`src/rtl/irq_pkg.sv`:
```
package irq_pkg;

    localparam int NUM_DED = 3;
    localparam int NUM_VEC = 4;
    localparam int VEC_W   = 2;

    typedef enum logic [VEC_W-1:0] {
        VEC_EXT  = 2'd0,
        VEC_TMR0 = 2'd1,
        VEC_EDGE = 2'd2,
        VEC_PER  = 2'd3
    } vec_id_e;

    typedef enum logic [1:0] {
        SEL_CTRL  = 2'd0,
        SEL_DFLAG = 2'd1,
        SEL_PEN   = 2'd2,
        SEL_PFLAG = 2'd3
    } wsel_e;

    // control word layout
    localparam int CTRL_PE   = 3;
    localparam int CTRL_GDIS = 4;

endpackage

```
`src/rtl/irq_flag_bank.sv`:
```
module irq_flag_bank #(
    parameter int W = 4
) (
    input  logic         clk,
    input  logic         rst_n,
    input  logic [W-1:0] hw_set_i,
    input  logic         sw_we_i,
    input  logic [W-1:0] sw_keep_i,
    input  logic [W-1:0] auto_clr_i,
    output logic [W-1:0] flags_o
);

    typedef struct packed {
        logic [W-1:0] flags;
    } bank_t;

    bank_t st_d, st_q;

    always_comb begin
        st_d = st_q;
        for (int i = 0; i < W; i++) begin
            if (sw_we_i && !sw_keep_i[i]) st_d.flags[i] = 1'b0;
            if (auto_clr_i[i])            st_d.flags[i] = 1'b0;
            // a fresh event always wins over any clear
            if (hw_set_i[i])              st_d.flags[i] = 1'b1;
        end
    end

    always_ff @(posedge clk or negedge rst_n) begin
        if (!rst_n) st_q <= '0;
        else        st_q <= st_d;
    end

    assign flags_o = st_q.flags;

endmodule

```
`src/rtl/irq_prio_sel.sv`:
```
module irq_prio_sel #(
    parameter int N = 4,
    localparam int IDX_W = (N > 1) ? $clog2(N) : 1
) (
    input  logic [N-1:0]     req_i,
    output logic             valid_o,
    output logic [IDX_W-1:0] idx_o
);

    always_comb begin
        valid_o = 1'b0;
        idx_o   = '0;
        // scan downward so the lowest index is the last one written
        for (int i = N - 1; i >= 0; i--) begin
            if (req_i[i]) begin
                valid_o = 1'b1;
                idx_o   = IDX_W'(i);
            end
        end
    end

endmodule

```
`src/rtl/irq_take_seq.sv`:
```
module irq_take_seq
    import irq_pkg::*;
#(
    parameter int              ADDR_W   = 16,
    parameter logic [ADDR_W-1:0] ADDR_EXT  = 16'h0008,
    parameter logic [ADDR_W-1:0] ADDR_TMR0 = 16'h0010,
    parameter logic [ADDR_W-1:0] ADDR_EDGE = 16'h0018,
    parameter logic [ADDR_W-1:0] ADDR_PER  = 16'h0020
) (
    input  logic              clk,
    input  logic              rst_n,
    input  logic              req_valid_i,
    input  logic [VEC_W-1:0]  req_idx_i,
    input  logic              retfie_i,
    input  logic              gdis_we_i,
    input  logic              gdis_wval_i,
    output logic              take_now_o,
    output logic              take_o,
    output logic [VEC_W-1:0]  vec_id_o,
    output logic [ADDR_W-1:0] vector_o,
    output logic              gdis_o
);

    localparam logic [ADDR_W-1:0] VTAB [NUM_VEC] = '{ADDR_EXT, ADDR_TMR0, ADDR_EDGE, ADDR_PER};

    typedef struct packed {
        logic              take;
        logic [VEC_W-1:0]  idx;
        logic [ADDR_W-1:0] addr;
        logic              gdis;
    } seq_t;

    seq_t st_d, st_q;
    logic take_now;

    assign take_now = req_valid_i && !st_q.gdis;

    always_comb begin
        st_d      = st_q;
        st_d.take = 1'b0;
        if (take_now) begin
            st_d.take = 1'b1;
            st_d.idx  = req_idx_i;
            st_d.addr = VTAB[req_idx_i];
            st_d.gdis = 1'b1;
        end else if (retfie_i) begin
            st_d.gdis = 1'b0;
        end else if (gdis_we_i) begin
            st_d.gdis = gdis_wval_i;
        end
    end

    always_ff @(posedge clk or negedge rst_n) begin
        if (!rst_n) st_q <= '0;
        else        st_q <= st_d;
    end

    assign take_now_o = take_now;
    assign take_o     = st_q.take;
    assign vec_id_o   = st_q.idx;
    assign vector_o   = st_q.addr;
    assign gdis_o     = st_q.gdis;

endmodule

```
`src/rtl/irq_vector_ctrl.sv`:
```
module irq_vector_ctrl
    import irq_pkg::*;
#(
    parameter int                NUM_PERIPH = 15,
    parameter int                ADDR_W     = 16,
    parameter logic [ADDR_W-1:0] ADDR_EXT   = 16'h0008,
    parameter logic [ADDR_W-1:0] ADDR_TMR0  = 16'h0010,
    parameter logic [ADDR_W-1:0] ADDR_EDGE  = 16'h0018,
    parameter logic [ADDR_W-1:0] ADDR_PER   = 16'h0020
) (
    input  logic                  clk,
    input  logic                  rst_n,
    input  logic [NUM_DED-1:0]    ded_evt_i,
    input  logic [NUM_PERIPH-1:0] per_evt_i,
    input  logic                  wr_en_i,
    input  logic [1:0]            wr_sel_i,
    input  logic [NUM_PERIPH-1:0] wr_data_i,
    input  logic                  retfie_i,
    output logic                  take_o,
    output logic [VEC_W-1:0]      vec_id_o,
    output logic [ADDR_W-1:0]     vector_o,
    output logic                  glb_dis_o,
    output logic [NUM_DED-1:0]    ded_flag_o,
    output logic [NUM_PERIPH-1:0] per_flag_o,
    output logic                  per_pend_o,
    output logic                  wake_o
);

    typedef struct packed {
        logic [NUM_DED-1:0]    ded_en;
        logic                  pe;
        logic [NUM_PERIPH-1:0] per_en;
    } en_t;

    en_t en_d, en_q;

    logic [NUM_DED-1:0]    ded_flag, ded_req, ded_clr;
    logic [NUM_PERIPH-1:0] per_flag;
    logic [NUM_VEC-1:0]    vec_req;
    logic                  per_pend, sel_valid, take_now;
    logic [VEC_W-1:0]      sel_idx;
    logic                  wr_ctrl, wr_dflag, wr_pflag;

    assign wr_ctrl  = wr_en_i && (wsel_e'(wr_sel_i) == SEL_CTRL);
    assign wr_dflag = wr_en_i && (wsel_e'(wr_sel_i) == SEL_DFLAG);
    assign wr_pflag = wr_en_i && (wsel_e'(wr_sel_i) == SEL_PFLAG);

    always_comb begin
        en_d = en_q;
        if (wr_ctrl) begin
            en_d.ded_en = wr_data_i[NUM_DED-1:0];
            en_d.pe     = wr_data_i[CTRL_PE];
        end
        if (wr_en_i && (wsel_e'(wr_sel_i) == SEL_PEN)) begin
            en_d.per_en = wr_data_i;
        end
    end

    always_ff @(posedge clk or negedge rst_n) begin
        if (!rst_n) en_q <= '0;
        else        en_q <= en_d;
    end

    // hardware clear only for the dedicated vector being taken
    always_comb begin
        ded_clr = '0;
        if (take_now && (vec_id_e'(sel_idx) != VEC_PER)) begin
            ded_clr = NUM_DED'(1) << sel_idx;
        end
    end

    irq_flag_bank #(.W(NUM_DED)) u_ded_flags (
        .clk        (clk),
        .rst_n      (rst_n),
        .hw_set_i   (ded_evt_i),
        .sw_we_i    (wr_dflag),
        .sw_keep_i  (wr_data_i[NUM_DED-1:0]),
        .auto_clr_i (ded_clr),
        .flags_o    (ded_flag)
    );

    irq_flag_bank #(.W(NUM_PERIPH)) u_per_flags (
        .clk        (clk),
        .rst_n      (rst_n),
        .hw_set_i   (per_evt_i),
        .sw_we_i    (wr_pflag),
        .sw_keep_i  (wr_data_i),
        .auto_clr_i ('0),
        .flags_o    (per_flag)
    );

    assign ded_req  = ded_flag & en_q.ded_en;
    assign per_pend = |(per_flag & en_q.per_en);

    generate
        for (genvar g = 0; g < NUM_DED; g++) begin : g_ded_req
            assign vec_req[g] = ded_req[g];
        end
    endgenerate
    assign vec_req[VEC_PER] = per_pend && en_q.pe;

    irq_prio_sel #(.N(NUM_VEC)) u_prio (
        .req_i   (vec_req),
        .valid_o (sel_valid),
        .idx_o   (sel_idx)
    );

    irq_take_seq #(
        .ADDR_W    (ADDR_W),
        .ADDR_EXT  (ADDR_EXT),
        .ADDR_TMR0 (ADDR_TMR0),
        .ADDR_EDGE (ADDR_EDGE),
        .ADDR_PER  (ADDR_PER)
    ) u_seq (
        .clk         (clk),
        .rst_n       (rst_n),
        .req_valid_i (sel_valid),
        .req_idx_i   (sel_idx),
        .retfie_i    (retfie_i),
        .gdis_we_i   (wr_ctrl),
        .gdis_wval_i (wr_data_i[CTRL_GDIS]),
        .take_now_o  (take_now),
        .take_o      (take_o),
        .vec_id_o    (vec_id_o),
        .vector_o    (vector_o),
        .gdis_o      (glb_dis_o)
    );

    assign ded_flag_o = ded_flag;
    assign per_flag_o = per_flag;
    assign per_pend_o = per_pend;
    assign wake_o     = (|vec_req);

endmodule

```
`config.mk`:
```
export PLATFORM = sky130hd
export DESIGN_NAME = irq_vector_ctrl
export DESIGN_NICKNAME = d
export VERILOG_FILES = /design/src/rtl/irq_pkg.sv /design/src/rtl/irq_flag_bank.sv /design/src/rtl/irq_prio_sel.sv /design/src/rtl/irq_take_seq.sv /design/src/rtl/irq_vector_ctrl.sv
export SDC_FILE = /design/constraint.sdc
export NUM_CORES = 1
export LEC_CHECK = 0
export CELL_PAD_IN_SITES_DETAIL_PLACEMENT = 1
export CELL_PAD_IN_SITES_GLOBAL_PLACEMENT = 2
export CORE_ASPECT_RATIO = 1.2
export CORE_MARGIN = 2
export CORE_UTILIZATION = 24
export DETAILED_ROUTE_END_ITERATION = 6
export HOLD_SLACK_MARGIN = 0.06
export MAX_ROUTING_LAYER = met4
export PLACE_DENSITY_LB_ADDON = 0.25
export SLEW_MARGIN = 30
export SYNTH_ARGS = -nofsm -noshare
export SYNTH_HDL_FRONTEND = slang
export SYNTH_SLANG_ARGS = --single-unit
```
`constraint.sdc`:
```
create_clock -name clk -period 2.2 [get_ports clk]
set_clock_uncertainty 0.15 [all_clocks]
set_input_delay 0.44 -clock clk [delete_from_list [all_inputs] [get_ports clk]]
set_output_delay 0.44 -clock clk [all_outputs]
set_load 0.02 [all_outputs]
```
Word level (Yosys, flattened, before mapping). Cells that the tools add are included.

Word-level logic and storage cells: 152. Flip-flop bits (word level): 57.

Order comparisons: 1. Shift operators: 1. Bitwise logic cells: 3. Equality and inequality tests: 4. Reduce and logical (&&, ||, !) cells: 63. Multiplexer cells: 55.

Operators by type and width (number): $mux 1 (46); $bmux 16 s2 (1); $mux 16 (2); $reduce_bool 2->1 (15); $logic_and 1x1->1 (25); $mux 19 (1); $logic_not 1->1 (16); $and 15x15->15 (1); $reduce_or 15->1 (1); $reduce_bool 3->1 (4); $mux 2 (4); $eq 2x2->1 const B (2); $reduce_or 4->1 (1); $and 3x3->3 (1); $ge 3x3->1 const B (1); $mux 3 (1); $not 2->3 (1); $shl 1x2->3 const A (1); $eq 2x1->1 const B (1); $logic_not 2->1 (1); $ne 2x2->1 const B (1).

Depth between registers and ports, before layout. Gate-level depths: netlist (run 1).

Depth in word-level cells: 12. Gate-level depth with buffers: 8. Mapped depth without buffers: 8.

Modules after synthesis. From an unflattened synthesis (run 1), not the netlist that was laid out.

Cells, all modules: 181. Area, all modules: 2127.0 um^2.

By module, submodules not included: irq_vector_ctrl (area an instance 862.1 um^2, times used 1, cells each 64); irq_flag_bank (u_per_flags) (area an instance 664.4 um^2, times used 1, cells each 61); irq_take_seq (area an instance 434.2 um^2, times used 1, cells each 37); irq_flag_bank (u_ded_flags) (area an instance 131.4 um^2, times used 1, cells each 12); irq_prio_sel (area an instance 35.0 um^2, times used 1, cells each 7).

Least setup slack after synthesis (run 1). No wires, ideal clock.

Kind: register to register. From: reg u_per_flags.st_q (netlist bit u_per_flags.flags_o[8]). To: reg u_seq.st_q (netlist bit u_seq.vector_o[4]). Path slack: -0.261 ns. Stages on the path, launching flop included: 8. Arrival time: 2.215 ns. Data required time: 1.954 ns. Library setup time: 0.096 ns. Cell sequence: dfrtp_1 > a222oi_1 > nand3_1 > o31ai_2 > o21a_1 > ha_1 > and4b_1 > nor4_2.

Longest elaborated chain between the ends: 11. Elaborated cells between the ends (all ways): 16. Those cells by class: mux: 11; bitwise: 2; reduce/logical: 3.

Ends and longest elaborated chain: start, declared (line irq_flag_bank.sv:17) `bank_t st_d, st_q;`; start signal, assigned (line irq_flag_bank.sv:31) `else st_q <= st_d;`; $and 15x15->15 * (line irq_vector_ctrl.sv:93) `assign per_pend = |(per_flag & en_q.per_en);`; $reduce_or 15->1 * (line irq_vector_ctrl.sv:93); $logic_and 1x1->1 * (line irq_vector_ctrl.sv:100) `assign vec_req[VEC_PER] = per_pend && en_q.pe;`; $mux 2 (4 in series) (line irq_prio_sel.sv:15) `if (req_i[i]) begin`; $not 2->3 (implied by the code) (line irq_take_seq.sv:44) `st_d.addr = VTAB[req_idx_i];`; $bmux 16 s2 (line irq_take_seq.sv:44); $mux 16 (implied by the code) (2 in series) (line irq_take_seq.sv:44); end signal, assigned (line irq_take_seq.sv:55) `else st_q <= st_d;`; end, declared (line irq_take_seq.sv:33) `seq_t st_d, st_q;`.

Mark *: on every way between the ends. The rest lies on a longest branch, timed or not. The select of a mux whose other input is x is not followed. A chain may end at the register's enable or synchronous reset.

Worst setup path in the final report (run 1).
From: reg u_per_flags.st_q (netlist bit u_per_flags.flags_o[8]). To: out wake_o.

Longest elaborated chain between the ends: 4.

Ends and longest elaborated chain: $and 15x15->15 (line irq_vector_ctrl.sv:93); $reduce_or 15->1 (line irq_vector_ctrl.sv:93); $logic_and 1x1->1 (line irq_vector_ctrl.sv:100); $reduce_or 4->1 (line irq_vector_ctrl.sv:132) `assign wake_o = (|vec_req);`; end, declared (line irq_vector_ctrl.sv:26) `output logic wake_o`.

Every way passes these cells.

==> impl_metrics.sql, run 1 <==
INSERT INTO impl_metrics (metric_group, metric, value, unit) VALUES
('power', 'switching_share', '32.2', '%'),
('sta', 'max_clock_freq', '0.401', 'GHz'),
('sta', 'max_slew_margin', '52.7', '%'),
('setup_path', 'critPathCaptureType', 'primary output', ''),
('sta', 'ratio_of_final_minimum_period_to_clock_period', '113', '%'),
('clock_network', 'clk_pin_slew_worst_paths', '0.08', 'ns'),
('layout', 'num_antenna_cells', '0', ''),
('setup_path', 'cp_slowest_cell', 'sky130_fd_sc_hd__dfrtp_2', ''),
('route', 'detailed_route_iter0_violations', '31', ''),
('run_status', 'status', 'finished, violations left', ''),
('synth', 'synthMostInstantiatedCell', 'sky130_fd_sc_hd__dfrtp_1', ''),
('power', 'static-leakage-power', '1.30', 'nW'),
('setup_path', 'critical_path_maximum_fanout', '2', ''),
('placement', 'io_buffer_count', '65', ''),
('global_routing', 'grt_pass1_wl', '8.96', 'mm'),
('route', 'via_per_inst', '4.23', ''),
('global_routing', 'global_route.overflow_total', '0', ''),
('placement', 'place.detailed.hpwl', '4.22', 'mm'),
('sta', 'maxSlewViolCount', '0', ''),
('global_routing', 'grt_antenna_before_repair', '0', ''),
('global_routing', 'gr-usage-all-layers', '12.9', '%'),
('die', 'floorplan.die_area', '9180', 'sq um'),
('synth', 'synth_edf_count', '0', ''),
('setup_path', 'worst_path_buffer_plus_inverter_count', '2', ''),
('setup_path', 'r2r-start', 'u_per_flags.flags_o[8]', ''),
('sta', 'rsz0062_at_grt', 'true', ''),
('setup_path', 'worst-setup-path-type', 'reg -> out', ''),
('setup_path', 'start_kind', 'register', ''),
('synth', 'synth.avg_cell_area', '11.5', 'sq um'),
('die', 'die_w', '87.8', 'microns'),
('power', 'comb_power_share', '39.1', '%'),
('layout', 'drive_gt1_share', '31.3', '%'),
('sta', 'finalWorstSetupSlack', '-0.291', 'ns'),
('synth', 'synth.cells.most_frequent', '44 x sky130_fd_sc_hd__dfrtp_1, 19 x sky130_fd_sc_hd__o21ai_0, 18 x sky130_fd_sc_hd__mux2_2', ''),
('layout', 'fin_nets', '319', ''),
('clock_network', 'cts_max_level', '2', ''),
('synth', 'predominant_post_synthesis_flop_cell', 'sky130_fd_sc_hd__dfrtp_1', ''),
('worst_hold_path', 'holdCritPathClass', 'in -> async', ''),
('setup_path', 'data_arrival_time_at_the_worst_slack_endpoint', '1.90', 'ns'),
('synth', 'synthTopCellsByArea', 'sky130_fd_sc_hd__dfrtp_1 54%, sky130_fd_sc_hd__mux2_2 10%, sky130_fd_sc_hd__buf_4 4.8%, sky130_fd_sc_hd__o21ai_0 4.7%, sky130_fd_sc_hd__nand2b_1 4.6%', ''),
('layout', 'num-fill-cells', '891', ''),
('route', 'drc', '0', ''),
('run_status', 'violated_checks', 'setup timing', ''),
('global_routing', 'grt_start_max_net_pins', '33', ''),
('power', 'power_frac_clock', '24.0', '%'),
('route', 'drt_pre_antenna_iters', '4', ''),
('setup_path', 'worst_path_dominant_cell_family', 'compound AO/OA/AOI/OAI gates', ''),
('setup_path', 'regToRegSetupSlack', '-0.23', 'ns'),
('clock_network', 'clock_path_buffers', '2', ''),
('die', 'io-pin-count', '79', ''),
('placement', 'post_place_setup_slack', '-0.312', 'ns'),
('clock_network', 'cts_tree', 'yes', ''),
('synth', 'portion_of_the_post_synthesis_area_used_by_sequential_elements', '54.5', '%'),
('synth', 'top_cell_type_s_share_of_synthesized_area', '54.5', '%'),
('power', 'netSwitchingPower', '920', 'uW'),
('sta', 'setup_viol_count_final', '7', ''),
('synth', 'ys_seq_elements', '44', ''),
('clock_network', 'clock-sinks', '44', ''),
('synth', 'syn_inst', '176', ''),
('sta', 'setup_total_negative_slack', '-1.25', 'ns'),
('power', 'power_report.internal_total', '1.94', 'mW'),
('sta', 'final.hold.worst_slack', '0.0352', 'ns'),
('setup_path', 'timing.rr.end', 'u_seq.vector_o[4]', ''),
('layout', 'final_core_utilization', '40.1', '%'),
('clock_network', 'cts_hold_buf', '0', ''),
('setup_path', 'critical_path_depth', '6', ''),
('die', 'placeableCoreArea', '8150', 'sq um'),
('synth', 'synth_area', '2020', 'sq um'),
('route', 'routed-via-count', '1659', ''),
('synth', 'synth.largest_area_cell', 'sky130_fd_sc_hd__dfrtp_1', ''),
('setup_path', 'timing.critical_path.required', '1.61', 'ns');
## worst max-delay path by stage
stage / startpoint / end / slack, ns
2_1_floorplan: u_per_flags.flags_o[8] / u_seq.vector_o[4] / -0.13
3_3_place_gp: u_per_flags.flags_o[8] / per_pend_o / -0.28
3_5_place_dp: en_q[8] / per_pend_o / -0.31
4_1_cts: u_per_flags.flags_o[8] / wake_o / -0.27
5_1_grt: en_q[8] / wake_o / -0.42
6_report: u_per_flags.flags_o[8] / wake_o / -0.29
## registers in the layout (all words and copies together), names as in the netlist
| name | count |
|---|---|
| u_seq.take_o | 1 |
| u_ded_flags.flags_o | 3 |
| u_seq.vec_id_o | 2 |
| en_q | 19 |
| u_per_flags.flags_o | 15 |
| u_seq.gdis_o | 1 |
| u_seq.vector_o | 3 |
## layout by cell type, fill, tap and decap left out, drive strengths merged, types with 3 or more instances in the layout
master | netlist | layout
nor2 | 4 | 4
nand3 | 3 | 3
o21ai | 19 | 19
clkbuf | 3 | 7
mux2 | 18 | 18
buf | 14 | 37
ha | 3 | 3
inv | 3 | 3
conb | 1 | 13
a22oi | 6 | 6
nand2 | 7 | 7
or2 | 4 | 4
nor3b | 3 | 3
a21oi | 10 | 10
clkdlybuf4s50 | 0 | 62
dfrtp | 44 | 44
nand2b | 15 | 15
## worst register-to-register path, stage by stage (launching register included)
cell                       delay (ns)
sky130_fd_sc_hd__dfrtp_2         0.41
sky130_fd_sc_hd__a222oi_1        0.33
sky130_fd_sc_hd__nand3_1         0.21
sky130_fd_sc_hd__o31ai_4         0.32
sky130_fd_sc_hd__buf_6           0.15
sky130_fd_sc_hd__buf_6           0.10
sky130_fd_sc_hd__a21oi_4         0.06
sky130_fd_sc_hd__ha_4            0.21
sky130_fd_sc_hd__and4b_1         0.17
sky130_fd_sc_hd__nor4_2          0.24
## final cells by class
| cell class | instances | area (sq um) | area share (%) |
|---|---|---|---|
| tap | 114 | 143 | 4.36 |
| sequential | 44 | 1100 | 33.7 |
| clock inverter | 1 | 30.0 | 0.917 |
| inverter | 3 | 13.8 | 0.420 |
| multi-input combinational | 124 | 960 | 29.3 |
| clock buffer | 7 | 96.3 | 2.94 |
| timing repair buffer | 99 | 927 | 28.3 |
## cells by family (layout without fill, tap and decap cells)
family | count (synthesis) | in the layout | synth area share (%)
multiplexers | 19 | 19 | 10.5
other | 1 | 13 | 0.185
AO/OA/AOI/OAI | 45 | 45 | 13.7
adder cells (fa/ha/maj) | 3 | 3 | 1.86
AND/OR/NAND/NOR | 44 | 44 | 13.1
flip-flops | 44 | 44 | 54.5
buffers and inverters | 20 | 110 | 6.19
## power groups by stage
stage / registers, mW / clock network [mW] / logic, mW
floorplan: 1.16 / 0 / 0.419
global placement: 1.06 / 0 / 0.934
detailed placement: 1.07 / 0 / 0.949
CTS: 1.05 / 0.706 / 1.06
global route: 1.08 / 0.743 / 1.22
finish: 1.05 / 0.686 / 1.12
## repair_timing
action / 4_1_cts / 5_1_grt
setup buffers: 4 / 2
gates resized for setup: 27 / 12
pin swaps: 8 / 14
setup endpoints to repair: 7 / 7
## metrics by stage
| step | instance area [sq um] | cells |
|---|---|---|
| after floorplan | 2080 | 188 |
| after global placement | 2990 | 379 |
| after detailed placement | 2990 | 379 |
| after CTS | 3210 | 391 |
| after global routing | 3270 | 392 |
| final | 3270 | 392 |
## routing by layer
metal / routed length [microns] / track usage (%) / share of wire (%)
met2: 2840 / 21.0 / 52
met1: 2390 / 16.0 / 44
met5: 0 / - / 0
met4: 89 / 4.29 / 1.6
met3: 155 / 2.45 / 2.8
(Power assumes the default switching activity.)
==> run 2: changes to the inputs <==
--- a/config.mk
+++ b/config.mk
@@ -5,11 +5,13 @@
 export SDC_FILE = /design/constraint.sdc
 export NUM_CORES = 1
 export LEC_CHECK = 0
+export ABC_AREA = 1
 export CELL_PAD_IN_SITES_DETAIL_PLACEMENT = 1
 export CELL_PAD_IN_SITES_GLOBAL_PLACEMENT = 2
 export CORE_ASPECT_RATIO = 1.2
 export CORE_MARGIN = 2
 export CORE_UTILIZATION = 24
+export CTS_BUF_LIST = sky130_fd_sc_hd__clkbuf_2 sky130_fd_sc_hd__clkbuf_4 sky130_fd_sc_hd__clkbuf_8
 export DETAILED_ROUTE_END_ITERATION = 6
 export HOLD_SLACK_MARGIN = 0.06
 export MAX_ROUTING_LAYER = met4
==> run 2 against run 1 <==
The flow now finishes without violations. Cell count up 8.4%. Register-to-register slack better by 0.52 ns. Synthesized cell count up 32%. Combinational power down 22%. Utilization down 5.0 points. Synthesized area up 5.1%. Routed wire length down 6.6%. Maximum frequency up 21%. Critical path type unchanged. Critical endpoint is now per_pend_o. Largest power group is now sequential cells. Highest routed layer unchanged.
==> impl_metrics.sql, run 2 <==
INSERT INTO impl_metrics (metric_group, metric, value, unit) VALUES
('run_status', 'status', 'finished, final reports clean', ''),
('sta', 'max_clock_freq', '0.485', 'GHz'),
('sta', 'final.hold.worst_slack', '0.336', 'ns'),
('global_routing', 'global_route.overflow_total', '0', ''),
('setup_path', 'reg2regPathDepth', '15', ''),
('sta', 'ratio_of_final_minimum_period_to_clock_period', '93.8', '%'),
('synth', 'yosys.area_share.xor_xnor', '0', '%'),
('route', 'drc', '0', ''),
('placement', 'globalplace.congestion', '0.714', ''),
('synth', 'synth.avg_cell_area', '9.16', 'sq um'),
('synth', 'synthMostInstantiatedCell', 'sky130_fd_sc_hd__nand2_1', ''),
('route', 'avgRoutedWirePerCell', '12.0', 'microns'),
('clock_network', 'tritoncts.num_buffers', '5', ''),
('die', 'die-height', '107', 'microns'),
('global_routing', 'vias_in_the_first_global_route', '1760', ''),
('sta', 'setup_viol_count_final', '0', ''),
('synth', 'synthTopCellsByArea', 'sky130_fd_sc_hd__dfrtp_1 52%, sky130_fd_sc_hd__nand2_1 11%, sky130_fd_sc_hd__inv_1 6.7%, sky130_fd_sc_hd__o21ai_0 5.7%, sky130_fd_sc_hd__mux2_2 5.3%', ''),
('synth', 'ys_seq_elements', '44', ''),
('layout', 'num-fill-cells', '1025', ''),
('route', 'drt_pre_antenna_iters', '4', ''),
('worst_hold_path', 'worst_hold_path.endpoint', 'u_seq.vec_id_o[1]', ''),
('setup_path', 'critPathCaptureType', 'primary output', ''),
('die', 'io-pin-count', '79', ''),
('layout', 'drive_gt1_share', '14.3', '%'),
('placement', 'dpl_cell_area', '2900', 'sq um'),
('power', 'power_frac_clock', '24.7', '%'),
('synth', 'synth-warning-count', '0', ''),
('global_routing', 'grt_antenna_before_repair', '0', ''),
('synth', 'synth.largest_area_cell', 'sky130_fd_sc_hd__dfrtp_1', ''),
('synth', 'synth.cells.most_frequent', '63 x sky130_fd_sc_hd__nand2_1, 44 x sky130_fd_sc_hd__dfrtp_1, 38 x sky130_fd_sc_hd__inv_1', ''),
('synth', 'syn_inst', '232', ''),
('worst_hold_path', 'min_delay_path_depth', '1', ''),
('layout', 'layout.cells.most_common_list', '62 x sky130_fd_sc_hd__nand2_1, 62 x sky130_fd_sc_hd__clkdlybuf4s50_1, 44 x sky130_fd_sc_hd__dfrtp_1, 38 x sky130_fd_sc_hd__inv_1, 24 x sky130_fd_sc_hd__o21ai_0', ''),
('layout', 'layout-area-overhead-vs-synth', '42.5', '%'),
('layout', 'flip_flop_count_of_the_largest_register_all_copies_and_words_added', '19', ''),
('route', 'ant_nets', '0', ''),
('clock_network', 'clk-insertion-delay-late', '0.30', 'ns'),
('die', 'die_w', '89.9', 'microns'),
('clock_network', 'clk_pin_slew_worst_paths', '0.09', 'ns'),
('layout', 'multi_input_comb_area', '800', 'sq um'),
('power', 'power.share.sequential', '40.9', '%'),
('layout', 'fin_nets', '349', ''),
('sta', 'setup_total_negative_slack', '0', 'ns'),
('power', 'power_report.internal_total', '1.71', 'mW'),
('synth', 'top_cell_type_s_share_of_synthesized_area', '51.8', '%'),
('placement', 'io_buffer_count', '65', ''),
('synth', 'synthDistinctLibCells', '21', ''),
('global_routing', 'gr-usage-all-layers', '11.6', '%'),
('power', 'switching_share', '32.9', '%'),
('power', 'netSwitchingPower', '835', 'uW'),
('synth', 'dominant_combinational_cell_family_by_area_after_synthesis', 'simple AND/OR/NAND/NOR gates', ''),
('worst_hold_path', 'holdCritPathClass', 'reg -> reg', ''),
('layout', 'finish.cell_count_without_fillers', '425', ''),
('setup_path', 'timing.rr.end', 'u_ded_flags.flags_o[2]', ''),
('synth', 'synth_edf_count', '0', ''),
('setup_path', 'critical_path_maximum_fanout', '3', ''),
('global_routing', 'grt_pass1_wl', '8.59', 'mm'),
('clock_network', 'clock_path_buffers', '2', ''),
('synth', 'synth_async_sr_flop_share', '100', '%'),
('die', 'start_util', '24.7', '%'),
('die', 'placeableCoreArea', '8610', 'sq um'),
('placement', 'place.detailed.hpwl', '3.94', 'mm'),
('synth', 'yosys.area_share.adder', '1.77', '%'),
('power', 'static-leakage-power', '1.44', 'nW'),
('placement', 'place_inst', '414', ''),
('setup_path', 'regToRegSetupSlack', '0.29', 'ns'),
('sta', 'timing.final.hold_violations', '0', ''),
('route', 'routed-via-count', '1692', ''),
('global_routing', 'grt_start_max_net_pins', '31', ''),
('route', 'via_per_inst', '3.98', ''),
('layout', 'largest-register', 'en_q', ''),
('setup_path', 'timing.critical_path.required', '1.61', 'ns'),
('sta', 'maxSlewViolCount', '0', ''),
('power', 'cellPowerDensity', '839', 'nW/um^2'),
('route', 'detailed_route_iter0_violations', '37', ''),
('synth', 'predominant_post_synthesis_flop_cell', 'sky130_fd_sc_hd__dfrtp_1', ''),
('layout', 'fin_area', '3030', 'sq um'),
('layout', 'final-seq-area', '1100', 'sq um'),
('die', 'placementRows', '37', ''),
('synth', 'synth_area_in_simple_gates', '18.1', '%'),
('clock_network', 'clock-sinks', '44', ''),
('setup_path', 'start_kind', 'register', ''),
('power', 'totalPowerFinal', '2.54', 'mW'),
('worst_hold_path', 'timing.hold.worst.start', 'u_seq.gdis_o', ''),
('synth', 'synth_area', '2130', 'sq um'),
('layout', 'num_antenna_cells', '0', ''),
('clock_network', 'cts_max_level', '2', ''),
('setup_path', 'r2r-start', 'u_per_flags.flags_o[7]', ''),
('power', 'comb_power_share', '34.3', '%'),
('run', 'maxCapViolCount', '0', ''),
('route', 'wirelength', '5.12', 'mm'),
('sta', 'rsz0062_at_grt', 'false', ''),
('setup_path', 'data_arrival_time_at_the_worst_slack_endpoint', '1.47', 'ns'),
('clock_network', 'cts_root_buffer', 'sky130_fd_sc_hd__clkbuf_8', ''),
('synth', 'portion_of_the_post_synthesis_area_used_by_sequential_elements', '51.8', '%'),
('synth', 'synth_compound_area_share', '10.0', '%'),
('setup_path', 'worst-setup-path-type', 'reg -> out', ''),
('synth', 'synth.mux.area_fraction', '5.30', '%'),
('die', 'floorplan.die_area', '9630', 'sq um'),
('sta', 'period_needed', '2.06', 'ns'),
('clock_network', 'cts_tree', 'yes', ''),
('power', 'worst_vdd_ir', '0.235', 'mV');
## run 2: cell count changes after synthesis, moves of 4 or more
cell	previous run	this run
sky130_fd_sc_hd__o21ai_0	19	24
sky130_fd_sc_hd__mux2_2	18	10
sky130_fd_sc_hd__o21ai_2	0	5
sky130_fd_sc_hd__a22oi_1	6	0
sky130_fd_sc_hd__nand2_1	7	63
sky130_fd_sc_hd__a21oi_1	10	0
sky130_fd_sc_hd__inv_1	3	38
sky130_fd_sc_hd__nand4_1	0	4
sky130_fd_sc_hd__nand2b_1	15	0
sky130_fd_sc_hd__or2_2	4	0
sky130_fd_sc_hd__nand2_2	0	6
## run 2: power by group through the flow
stage	Sequential, mW	Clock (mW)	Combinational, mW
after CTS	1.04	0.660	0.889
after detailed placement	1.06	0	0.890
after floorplan	1.15	0	0.483
after global placement	1.05	0	0.876
final	1.04	0.628	0.872
after global routing	1.06	0.698	0.967
## run 2: cell type report
type,instances,share of cell area (%)
Clock buffer,6,2.52
Clock inverter,2,1.16
Inverter,38,4.71
Multi-Input combinational cell,145,26.4
Sequential cell,44,36.3
Tap cell,117,4.83
Timing Repair Buffer,73,24.0
## run 2: how the worst max path moves through the flow
stage                                start                end  cells after the start
finish              u_per_flags.flags_o[7]         per_pend_o                      7
global route        u_per_flags.flags_o[6]             wake_o                      9
CTS                 u_per_flags.flags_o[6]         per_pend_o                      7
detailed placement  u_per_flags.flags_o[6]             wake_o                      9
global placement    u_per_flags.flags_o[7]             wake_o                      9
floorplan           u_per_flags.flags_o[6]  u_seq.vector_o[3]                     14
## run 2: cells by family after synthesis
kind of cell | after synthesis
flip-flops | 44
AO/OA/AOI/OAI | 33
multiplexers | 10
adder cells (fa/ha/maj) | 3
other | 1
buffers and inverters | 55
AND/OR/NAND/NOR | 86
## run 2: through the flow
step	worst slack, ns	utilization [%]
4_1_cts	0.0560	35.0
6_report	0.137	35.2
2_1_floorplan	0.342	-
3_5_place_dp	0.0433	33.6
5_1_grt	0.00236	35.2
3_3_place_gp	0.0696	33.6
## run 2: worst max-delay path, cell delays in order (launching register included)
cell and delay, ns:
sky130_fd_sc_hd__dfrtp_1 0.40, sky130_fd_sc_hd__nand2_1 0.07, sky130_fd_sc_hd__nand2_1 0.06, sky130_fd_sc_hd__inv_1 0.06, sky130_fd_sc_hd__nand2_1 0.06, sky130_fd_sc_hd__nor2_2 0.11, sky130_fd_sc_hd__nand2_2 0.09, sky130_fd_sc_hd__clkdlybuf4s15_1 0.32
## run 2: what timing repair did
item | 4_1_cts | 5_1_grt
hold buffers | 1 | 0
endpoints found under the setup margin | 2 | 4
gates resized for setup | 5 | 2
buffers inserted | 0 | 2
hold endpoints to repair | 14 | 0
## run 2: per-layer routing
| metal | routed length (microns) | global-route usage (%) | vias up |
|---|---|---|---|
| li1 | - | - | 844 |
| met1 | 2160 | 13.7 | 793 |
| met2 | 2600 | 19.6 | 48 |
| met3 | 298 | 3.51 | 7 |
| met4 | 60 | 2.97 | 0 |
| met5 | 0 | - | - |
